[config.mk]
export PLATFORM = sky130hd
export DESIGN_NAME = gpio_irq_port
export DESIGN_NICKNAME = d
export VERILOG_FILES = /design/src/rtl/gpio_irq_pkg.sv /design/src/rtl/gpio_sync.sv /design/src/rtl/gpio_detect.sv /design/src/rtl/gpio_regs.sv /design/src/rtl/gpio_irq_port.sv
export SDC_FILE = /design/constraint.sdc
export NUM_CORES = 1
export LEC_CHECK = 0
export BUFFER_PORTS_ARGS = -buffer_cell sky130_fd_sc_hd__buf_4
export CAP_MARGIN = 20
export CORE_ASPECT_RATIO = 0.5
export CORE_MARGIN = 2
export CORE_UTILIZATION = 59
export DETAILED_ROUTE_END_ITERATION = 10
export PLACE_DENSITY = 0.8
export SETUP_SLACK_MARGIN = 0.3
export SYNTH_ARGS = -nofsm -noshare
export SYNTH_HDL_FRONTEND = slang
export SYNTH_HIERARCHICAL = 1
export SYNTH_SLANG_ARGS = --single-unit
export TNS_END_PERCENT = 10
[constraint.sdc]
create_clock -name clk -period 1.5 [get_ports clk]
set_input_delay 0 -clock clk [delete_from_list [all_inputs] [get_ports clk]]
set_output_delay 0 -clock clk [all_outputs]
set_load 0.005 [all_outputs]
[src/rtl/gpio_irq_pkg.sv]
package gpio_irq_pkg;

  // Register word index = byte address bits [4:2]
  typedef enum logic [2:0] {
    REG_DATA   = 3'd0,
    REG_DIR    = 3'd1,
    REG_PAD    = 3'd2,
    REG_CFG_LO = 3'd3,
    REG_CFG_HI = 3'd4,
    REG_MASK   = 3'd5,
    REG_STAT   = 3'd6,
    REG_EDGE   = 3'd7
  } reg_idx_e;

  typedef enum logic [1:0] {
    TRIG_LOW  = 2'd0,
    TRIG_HIGH = 2'd1,
    TRIG_RISE = 2'd2,
    TRIG_FALL = 2'd3
  } trig_e;

  localparam int unsigned REG_IDX_W = 3;

endpackage

[src/rtl/gpio_sync.sv]
module gpio_sync #(
  parameter int unsigned WIDTH  = 32,
  parameter int unsigned STAGES = 2
) (
  input  logic             clk,
  input  logic             rst,
  input  logic [WIDTH-1:0] d_in,
  output logic [WIDTH-1:0] d_out
);

  logic [WIDTH-1:0] stage_q [STAGES];

  always_ff @(posedge clk) begin
    if (rst) stage_q[0] <= '0;
    else     stage_q[0] <= d_in;
  end

  for (genvar s = 1; s < STAGES; s++) begin : g_stage
    always_ff @(posedge clk) begin
      if (rst) stage_q[s] <= '0;
      else     stage_q[s] <= stage_q[s-1];
    end
  end

  assign d_out = stage_q[STAGES-1];

endmodule

[src/rtl/gpio_detect.sv]
module gpio_detect
  import gpio_irq_pkg::*;
#(
  parameter int unsigned PINS = 32
) (
  input  logic            clk,
  input  logic            rst,
  input  logic [PINS-1:0] level,
  input  logic [PINS-1:0] cfg_lo,
  input  logic [PINS-1:0] cfg_hi,
  input  logic [PINS-1:0] both_edges,
  output logic [PINS-1:0] hit
);

  localparam int unsigned HALF = PINS / 2;

  logic [PINS-1:0] level_prev_q;

  always_ff @(posedge clk) begin
    if (rst) level_prev_q <= '0;
    else     level_prev_q <= level;
  end

  for (genvar p = 0; p < PINS; p++) begin : g_pin
    trig_e code;
    logic  rise, fall;

    if (p < HALF) begin : g_low_word
      assign code = trig_e'(cfg_lo[2*p +: 2]);
    end else begin : g_high_word
      assign code = trig_e'(cfg_hi[2*(p-HALF) +: 2]);
    end

    assign rise =  level[p] & ~level_prev_q[p];
    assign fall = ~level[p] &  level_prev_q[p];

    always_comb begin
      if (both_edges[p]) begin
        hit[p] = rise | fall;
      end else begin
        unique case (code)
          TRIG_LOW:  hit[p] = ~level[p];
          TRIG_HIGH: hit[p] =  level[p];
          TRIG_RISE: hit[p] = rise;
          TRIG_FALL: hit[p] = fall;
          default:   hit[p] = 1'b0;
        endcase
      end
    end
  end

endmodule

[src/rtl/gpio_regs.sv]
module gpio_regs
  import gpio_irq_pkg::*;
#(
  parameter int unsigned PINS   = 32,
  parameter int unsigned ADDR_W = 5
) (
  input  logic              clk,
  input  logic              rst,
  input  logic [ADDR_W-1:0] bus_addr,
  input  logic              bus_we,
  input  logic [PINS-1:0]   bus_wdata,
  output logic [PINS-1:0]   bus_rdata,
  input  logic [PINS-1:0]   pad_level,
  input  logic [PINS-1:0]   hit,
  output logic [PINS-1:0]   data_q,
  output logic [PINS-1:0]   dir_q,
  output logic [PINS-1:0]   cfg_lo_q,
  output logic [PINS-1:0]   cfg_hi_q,
  output logic [PINS-1:0]   mask_q,
  output logic [PINS-1:0]   edge_q,
  output logic [PINS-1:0]   stat_q
);

  reg_idx_e        idx;
  logic [PINS-1:0] clr_vec;
  logic            unused_addr_lsb;

  assign idx             = reg_idx_e'(bus_addr[ADDR_W-1:2]);
  assign unused_addr_lsb = ^bus_addr[1:0];
  assign clr_vec         = (bus_we && idx == REG_STAT) ? bus_wdata : '0;

  always_ff @(posedge clk) begin
    if (rst) begin
      data_q   <= '0;
      dir_q    <= '0;
      cfg_lo_q <= '0;
      cfg_hi_q <= '0;
      mask_q   <= '0;
      edge_q   <= '0;
    end else if (bus_we) begin
      unique case (idx)
        REG_DATA:   data_q   <= bus_wdata;
        REG_DIR:    dir_q    <= bus_wdata;
        REG_CFG_LO: cfg_lo_q <= bus_wdata;
        REG_CFG_HI: cfg_hi_q <= bus_wdata;
        REG_MASK:   mask_q   <= bus_wdata;
        REG_EDGE:   edge_q   <= bus_wdata;
        default:    ;
      endcase
    end
  end

  // Sticky status: a set event overrides a simultaneous clear
  always_ff @(posedge clk) begin
    if (rst) stat_q <= '0;
    else     stat_q <= (stat_q & ~clr_vec) | hit;
  end

  always_ff @(posedge clk) begin
    if (rst) begin
      bus_rdata <= '0;
    end else begin
      unique case (idx)
        REG_DATA:   bus_rdata <= data_q;
        REG_DIR:    bus_rdata <= dir_q;
        REG_PAD:    bus_rdata <= pad_level;
        REG_CFG_LO: bus_rdata <= cfg_lo_q;
        REG_CFG_HI: bus_rdata <= cfg_hi_q;
        REG_MASK:   bus_rdata <= mask_q;
        REG_STAT:   bus_rdata <= stat_q;
        REG_EDGE:   bus_rdata <= edge_q;
        default:    bus_rdata <= '0;
      endcase
    end
  end

endmodule

[src/rtl/gpio_irq_port.sv]
module gpio_irq_port
  import gpio_irq_pkg::*;
#(
  parameter int unsigned PINS        = 32,
  parameter int unsigned ADDR_W      = 5,
  parameter int unsigned SYNC_STAGES = 2
) (
  input  logic              clk,
  input  logic              rst,
  input  logic [ADDR_W-1:0] bus_addr,
  input  logic              bus_we,
  input  logic [PINS-1:0]   bus_wdata,
  output logic [PINS-1:0]   bus_rdata,
  input  logic [PINS-1:0]   pad_in,
  output logic [PINS-1:0]   pad_out,
  output logic [PINS-1:0]   pad_oe,
  output logic              irq_lo,
  output logic              irq_hi
);

  localparam int unsigned HALF = PINS / 2;

  logic [PINS-1:0] pad_level;
  logic [PINS-1:0] hit_vec;
  logic [PINS-1:0] data_q, dir_q, cfg_lo_q, cfg_hi_q, mask_q, edge_q, stat_q;
  logic [1:0]      irq_q;

  gpio_sync #(.WIDTH(PINS), .STAGES(SYNC_STAGES)) i_sync (
    .clk   (clk),
    .rst   (rst),
    .d_in  (pad_in),
    .d_out (pad_level)
  );

  gpio_detect #(.PINS(PINS)) i_detect (
    .clk        (clk),
    .rst        (rst),
    .level      (pad_level),
    .cfg_lo     (cfg_lo_q),
    .cfg_hi     (cfg_hi_q),
    .both_edges (edge_q),
    .hit        (hit_vec)
  );

  gpio_regs #(.PINS(PINS), .ADDR_W(ADDR_W)) i_regs (
    .clk       (clk),
    .rst       (rst),
    .bus_addr  (bus_addr),
    .bus_we    (bus_we),
    .bus_wdata (bus_wdata),
    .bus_rdata (bus_rdata),
    .pad_level (pad_level),
    .hit       (hit_vec),
    .data_q    (data_q),
    .dir_q     (dir_q),
    .cfg_lo_q  (cfg_lo_q),
    .cfg_hi_q  (cfg_hi_q),
    .mask_q    (mask_q),
    .edge_q    (edge_q),
    .stat_q    (stat_q)
  );

  for (genvar h = 0; h < 2; h++) begin : g_irq
    always_ff @(posedge clk) begin
      if (rst) irq_q[h] <= 1'b0;
      else     irq_q[h] <= |(stat_q[h*HALF +: HALF] & mask_q[h*HALF +: HALF]);
    end
  end

  assign irq_lo  = irq_q[0];
  assign irq_hi  = irq_q[1];
  assign pad_out = data_q;
  assign pad_oe  = dir_q;

endmodule

# [Word-level counts from Yosys, hierarchy flattened]
# Memories as Yosys holds them, arrays and structs flattened.
# Cells that the tools add are included.
[totals] in_bits=72 rom_bits=0 out_inout_bits=98 ff_bits=290 ram_bits=64 n_memories=1 latchBits=0
[memory_table] name="i_sync.stage_q" words=2 word_bits=32 rd=2 rd_clocked_by_memory_dff=0 wr=2 line_no="gpio_sync.sv:11" text="logic [WIDTH-1:0] stage_q [STAGES];"
[classes] n_eq_ne=103 magnitude_cmp=0 n_bitwise=167 n_mux=71 n_shift=0 n_div=0 n_mul=0 n_addsub=0 reduce_logical=42
[ops] operator="32-bit case mux with 8 select lines" n=1
[ops] operator="2-bit equality test (second input constant)" n=64
[ops] operator="1-bit case mux with 4 select lines" n=32
[ops] operator="32-bit two-way mux" n=3
[ops] operator="1-bit AND" n=64
[ops] operator="2-bit by 1-bit equality test with 1-bit output (second input constant)" n=32
[ops] operator="2-bit zero test" n=32
[ops] operator="1-bit inverter" n=64
[ops] operator="1-bit two-way mux" n=35
[ops] operator="1-bit bitwise OR" n=34
[ops] operator="16-bit AND" n=2
[ops] operator="32-bit AND" n=1
[ops] operator="32-bit inverter" n=1
[ops] operator="32-bit bitwise OR" n=1
[ops] operator="16-bit OR reduction" n=2
[ops] operator="3-bit equality test (second input constant)" n=4
[ops] operator="2-bit AND reduction" n=6
[ops] operator="3-bit by 2-bit equality test with 1-bit output (second input constant)" n=2
[ops] operator="3-bit by 1-bit equality test with 1-bit output (second input constant)" n=1
[ops] operator="3-bit zero test" n=1
[ops] operator="1-bit logical AND" n=1

# [Depth between registers and ports, before layout]
[logic_depth] depth_word=6 ltp_mapped=7 mapped_depth_nobuf=7

# [Cells and area by module]
# Netlist, hierarchy kept.
[modules_own_cells] module="gpio_regs" n_inst=1 cells_per_inst=1354 seq_area_each_um2=5124.9 area_each_um2=10807.9
[modules_own_cells] module="gpio_detect" n_inst=1 cells_per_inst=391 seq_area_each_um2=640.6 area_each_um2=3239.4
[modules_own_cells] module="gpio_sync" n_inst=1 cells_per_inst=135 seq_area_each_um2=1281.2 area_each_um2=1918.1
[modules_own_cells] module="gpio_irq_port" n_inst=1 cells_per_inst=22 seq_area_each_um2=40.0 area_each_um2=212.7

# [Worst setup path after synthesis]
# Ideal clock, no wire load.
[synth_path] kind="reg-to-reg" from="memory i_sync.stage_q[1][3]" to="register i_regs.stat_q[3]" stages_incl_launch_ff=8 setup_slack_ps=296 period_less_slack_ps=1204 arrival_ps=1072 path_cell_list="dfxtp_1 > inv_1 > ha_1 > mux2i_1 > nor3b_1 > a211o_1 > inv_1 > a21oi_1"
[synth_rtl] element="start, declared" line_no="gpio_sync.sv:11"
[synth_rtl] element="end signal, assigned" line_no="gpio_regs.sv:56" text="else stat_q <= (stat_q & ~clr_vec) | hit;"
[synth_rtl] element="end, declared" line_no="gpio_regs.sv:21" text="output logic [PINS-1:0] stat_q"

==> results by group <==
Critical path
  – Worst Path Arrival: 1.88 ns
  – CP Depth: 5
  – Crit path max fanout: 5
  – Worst path max stage delay: 0.39 ns
  – CP Buf/Inv Count: 2
  – Crit Path Class: register to register
  – CP Capture Type: register
  – Worst Setup Start Kind: register
  – Critical-path cell list: inv_1 -> ha_1 -> a221oi_2 -> inv_1 -> a21oi_1
  – Worst path top cell family by delay: compound AO/OA/AOI/OAI gates
  – Reg-to-reg setup timing slack: 0.13 ns
  – CP required: 2.01 ns
  – Reg2Reg Depth: 5
  – CP max-delay cell: dfxtp_2
  – Most frequent CP cell: inv_1

Timing
  – Slew Viols, Final: 0
  – Final Hold Fails: 37
  – Worst Tran Pin Value: 0.580 ns
  – Final setup TNS: 0 ns
  – Final hold slack: -0.145 ns
  – Crit share post-route: 0.913
  – Tmin final: 1.37 ns
  – Final setup fails: 0
  – Worst-case clock skew: 0.00752 ns
  – RSZ-0062 raised after global routing: true
  – Fmax: 731 MHz
  – Max-slew headroom: 0.612

Clock tree
  – Clk pin slew, worst setup/hold paths: 0.07 ns
  – H-tree Lvls: 1
  – CTS Buf Count: 30
  – CTS tree: built
  – Clock root buffer: clkbuf_16
  – Hold buffer count at cts: 87
  – CTS Sinks: 354
  – Clk_lat worst skew: 0.58 ns
  – CTS max path bufs: 3

Placed design
  – Hpwl dp: 33700 um
  – Routability cong.: 0.913
  – PortBufs: 167

Power and ir drop
  – Total Power: 20500 uW
  – Power density over the cells: 1000 mW/mm^2
  – LEAKAGE: 0.00812 uW
  – Peak supply drop: 0.000998 V

Logic synthesis
  – Seq cells post-synth: 354
  – Synth top area share: 0.438
  – EDFF count, synth: 0
  – Largest cells by area after synthesis: dfxtp_1 44%, nand2_1 8.9%, a21oi_1 7.8%
  – Yosys cell types: 46
  – Synth Cell Area: 0.0162 sq mm
  – Sequential share of the synthesized area: 0.438
  – Post-synth ARST share: 0
  – Cell taking the most area after synthesis: dfxtp_1
  – YS warnings: 6
  – Synth Area per Inst: 8.51 sq um
  – Top_reg_cell synth: dfxtp_1
  – Cell count after synthesis: 1902
  – Post-synth net total: 2038

Die
  – Core area: 0.0267 sq mm
  – Die X: 238 um
  – Die Y-Extent: 121 um
  – Num rows: 42
  – # IOs: 170
  – Die area: 0.0288 sq mm
  – Initial Util: 0.606

Global route
  – Gr usage total: 0.350
  – GRT overflow: 0
  – Vias in the first global route: 14.2k
  – Global-route wire length before repair: 78800 um
  – Initial antenna violation count: 2
  – Maximum number of pins on one net before global-route repair: 47

Drt
  – Residual DRC: 0
  – Drt pass-1 iters: 6
  – 1st-iter DRT viols: 2220
  – Via count: 15.3k
  – Final wirelength: 52100 um
  – Via/cell ratio: 6.05
  – Routed wire length per instance: 20.6 um
  – Post-DRT Antenna Nets: 0

Min path
  – Worst min path class: primary input to register
  – Hold depth: 3

Finish
  – Layout Nets: 2286
  – P&R area growth vs syn: 26.7%
  – Storage element area: 0.00718 sq mm
  – Area of the multi-input gates: 0.00821 sq mm
  – Share of cells above drive strength 1: 0.231
  – Fill count: 1802

Status
  – Status: finished, violations left
  – Failing checks: hold timing

Job
  – Max cap viols: 0
[timing repair]
item	4_1_cts	5_1_grt
pin swaps	11	14
hold endpoints to repair	283	36
buffers inserted	6	6
gates resized for setup	76	70
setup endpoints to repair	35	46
[flip-flops by register name (all words and copies together) (netlist names)]
| register | count |
|---|---|
| i_regs/edge_q | 32 |
| irq_lo | 1 |
| i_regs/bus_rdata | 32 |
| i_sync/stage_q | 64 |
| i_regs/data_q | 32 |
| i_regs/cfg_lo_q | 32 |
| irq_hi | 1 |
| i_regs/cfg_hi_q | 32 |
| i_detect/level_prev_q | 32 |
| i_regs/dir_q | 32 |
| i_regs/stat_q | 32 |
| i_regs/mask_q | 32 |
[Yosys cell counts (9+ instances only)]
cell type and count:
buf_2 54, inv_1 170, nor2b_2 60, mux2_2 26, o21bai_1 26, buf_4 9
nand2_1 385, nor3b_1 44, nor2_1 52, nand2b_1 27, a31oi_1 28, clkbuf_1 53
a211o_1 18, nor2b_1 36, a221oi_1 18, mux2i_1 50, o21ai_0 32, a21oi_1 251
a32oi_1 26, ha_1 64, dfxtp_1 354, a2111oi_1 18, a22oi_1 29, a2111oi_0 14
[stage by stage]
step / instances / util / area, sq um / hold WS (ns) / worst slack [ns]
floorplan: 1902 / - / 16200 / 0.0667 / 0.296
global placement: 2371 / 0.675 / 18000 / 0.211 / 0.139
detailed placement: 2371 / 0.675 / 18000 / 0.214 / 0.103
CTS: 2518 / 0.756 / 20200 / -0.180 / 0.208
global route: 2524 / 0.768 / 20500 / -0.170 / 0.0884
finish: 2525 / 0.768 / 20500 / -0.145 / 0.131
[cell type report]
type,instances,area share
tap,352,0.0215
inverter,170,0.0315
sequential,354,0.350
clock inverter,13,0.00732
clock buffer,41,0.0416
antenna,1,0.000122
timing repair buffer,342,0.147
multi-input combinational,1252,0.400
[final timing paths]
check | start | endpoint
max reg2reg | i_sync/stage_q[1][13] | i_regs/stat_q[13]
min | rst | i_regs/bus_rdata[10]
max | i_sync/stage_q[1][13] | i_regs/stat_q[13]
min reg2reg | i_sync/stage_q[0][28] | i_sync/stage_q[1][28]
[where the power goes]
| part | internal [uW] | total (uW) | switching [uW] |
|---|---|---|---|
| sequential | 9720 | 10100 | 337 |
| combinational | 1100 | 2330 | 1230 |
| clock | 4500 | 8160 | 3650 |
[worst register-to-register path: stages (launching register included)]
cell and delay (ns):
dfxtp_2 0.39, inv_1 0.08, ha_1 0.32, a221oi_2 0.30
inv_1 0.08, a21oi_1 0.14
[placed cells by master (no fill, tap or decap), drive strengths merged, types with 2 or more instances in the layout]
cell,instances
nor2b,96
nand4bb,2
a21oi,251
o21ai,32
a22o,6
dlygate4sd3,85
nor4bb,2
o21bai,26
a22oi,29
clkbuf,41
and4b,3
nand2b,27
nor3b,44
nand4b,3
a221oi,20
and3,2
a211o,18
bufinv,3
dfxtp,354
a31oi,28
o22a,6
clkinv,8
a221o,6
inv,171
a211oi,6
a32oi,26
nand2,385
nor2,54
buf,257
mux2i,50
mux2,26
a2111oi,32
ha,64
[cell families (layout without fill, tap and decap cells)]
kind of cell,after synthesis,after routing,share of synthesized area
adders and majority gates,64,64,0.0495
AOI/OAI and AO/OA,486,486,0.191
and+or+nand+nor,626,626,0.191
other,0,1,0
buffers and inverters,296,566,0.0811
DFF,354,354,0.438
muxes,76,76,0.0490
[per-layer routing]
layer / global-route usage / vias up / routed length, um
met5: 0 / - / 13
met4: 0.123 / 2 / 1960
met3: 0.0894 / 213 / 6320
met2: 0.554 / 951 / 23300
met1: 0.466 / 7164 / 20500
li1: - / 6934 / -
No activity file was read; power rests on OpenSTA's default activity.
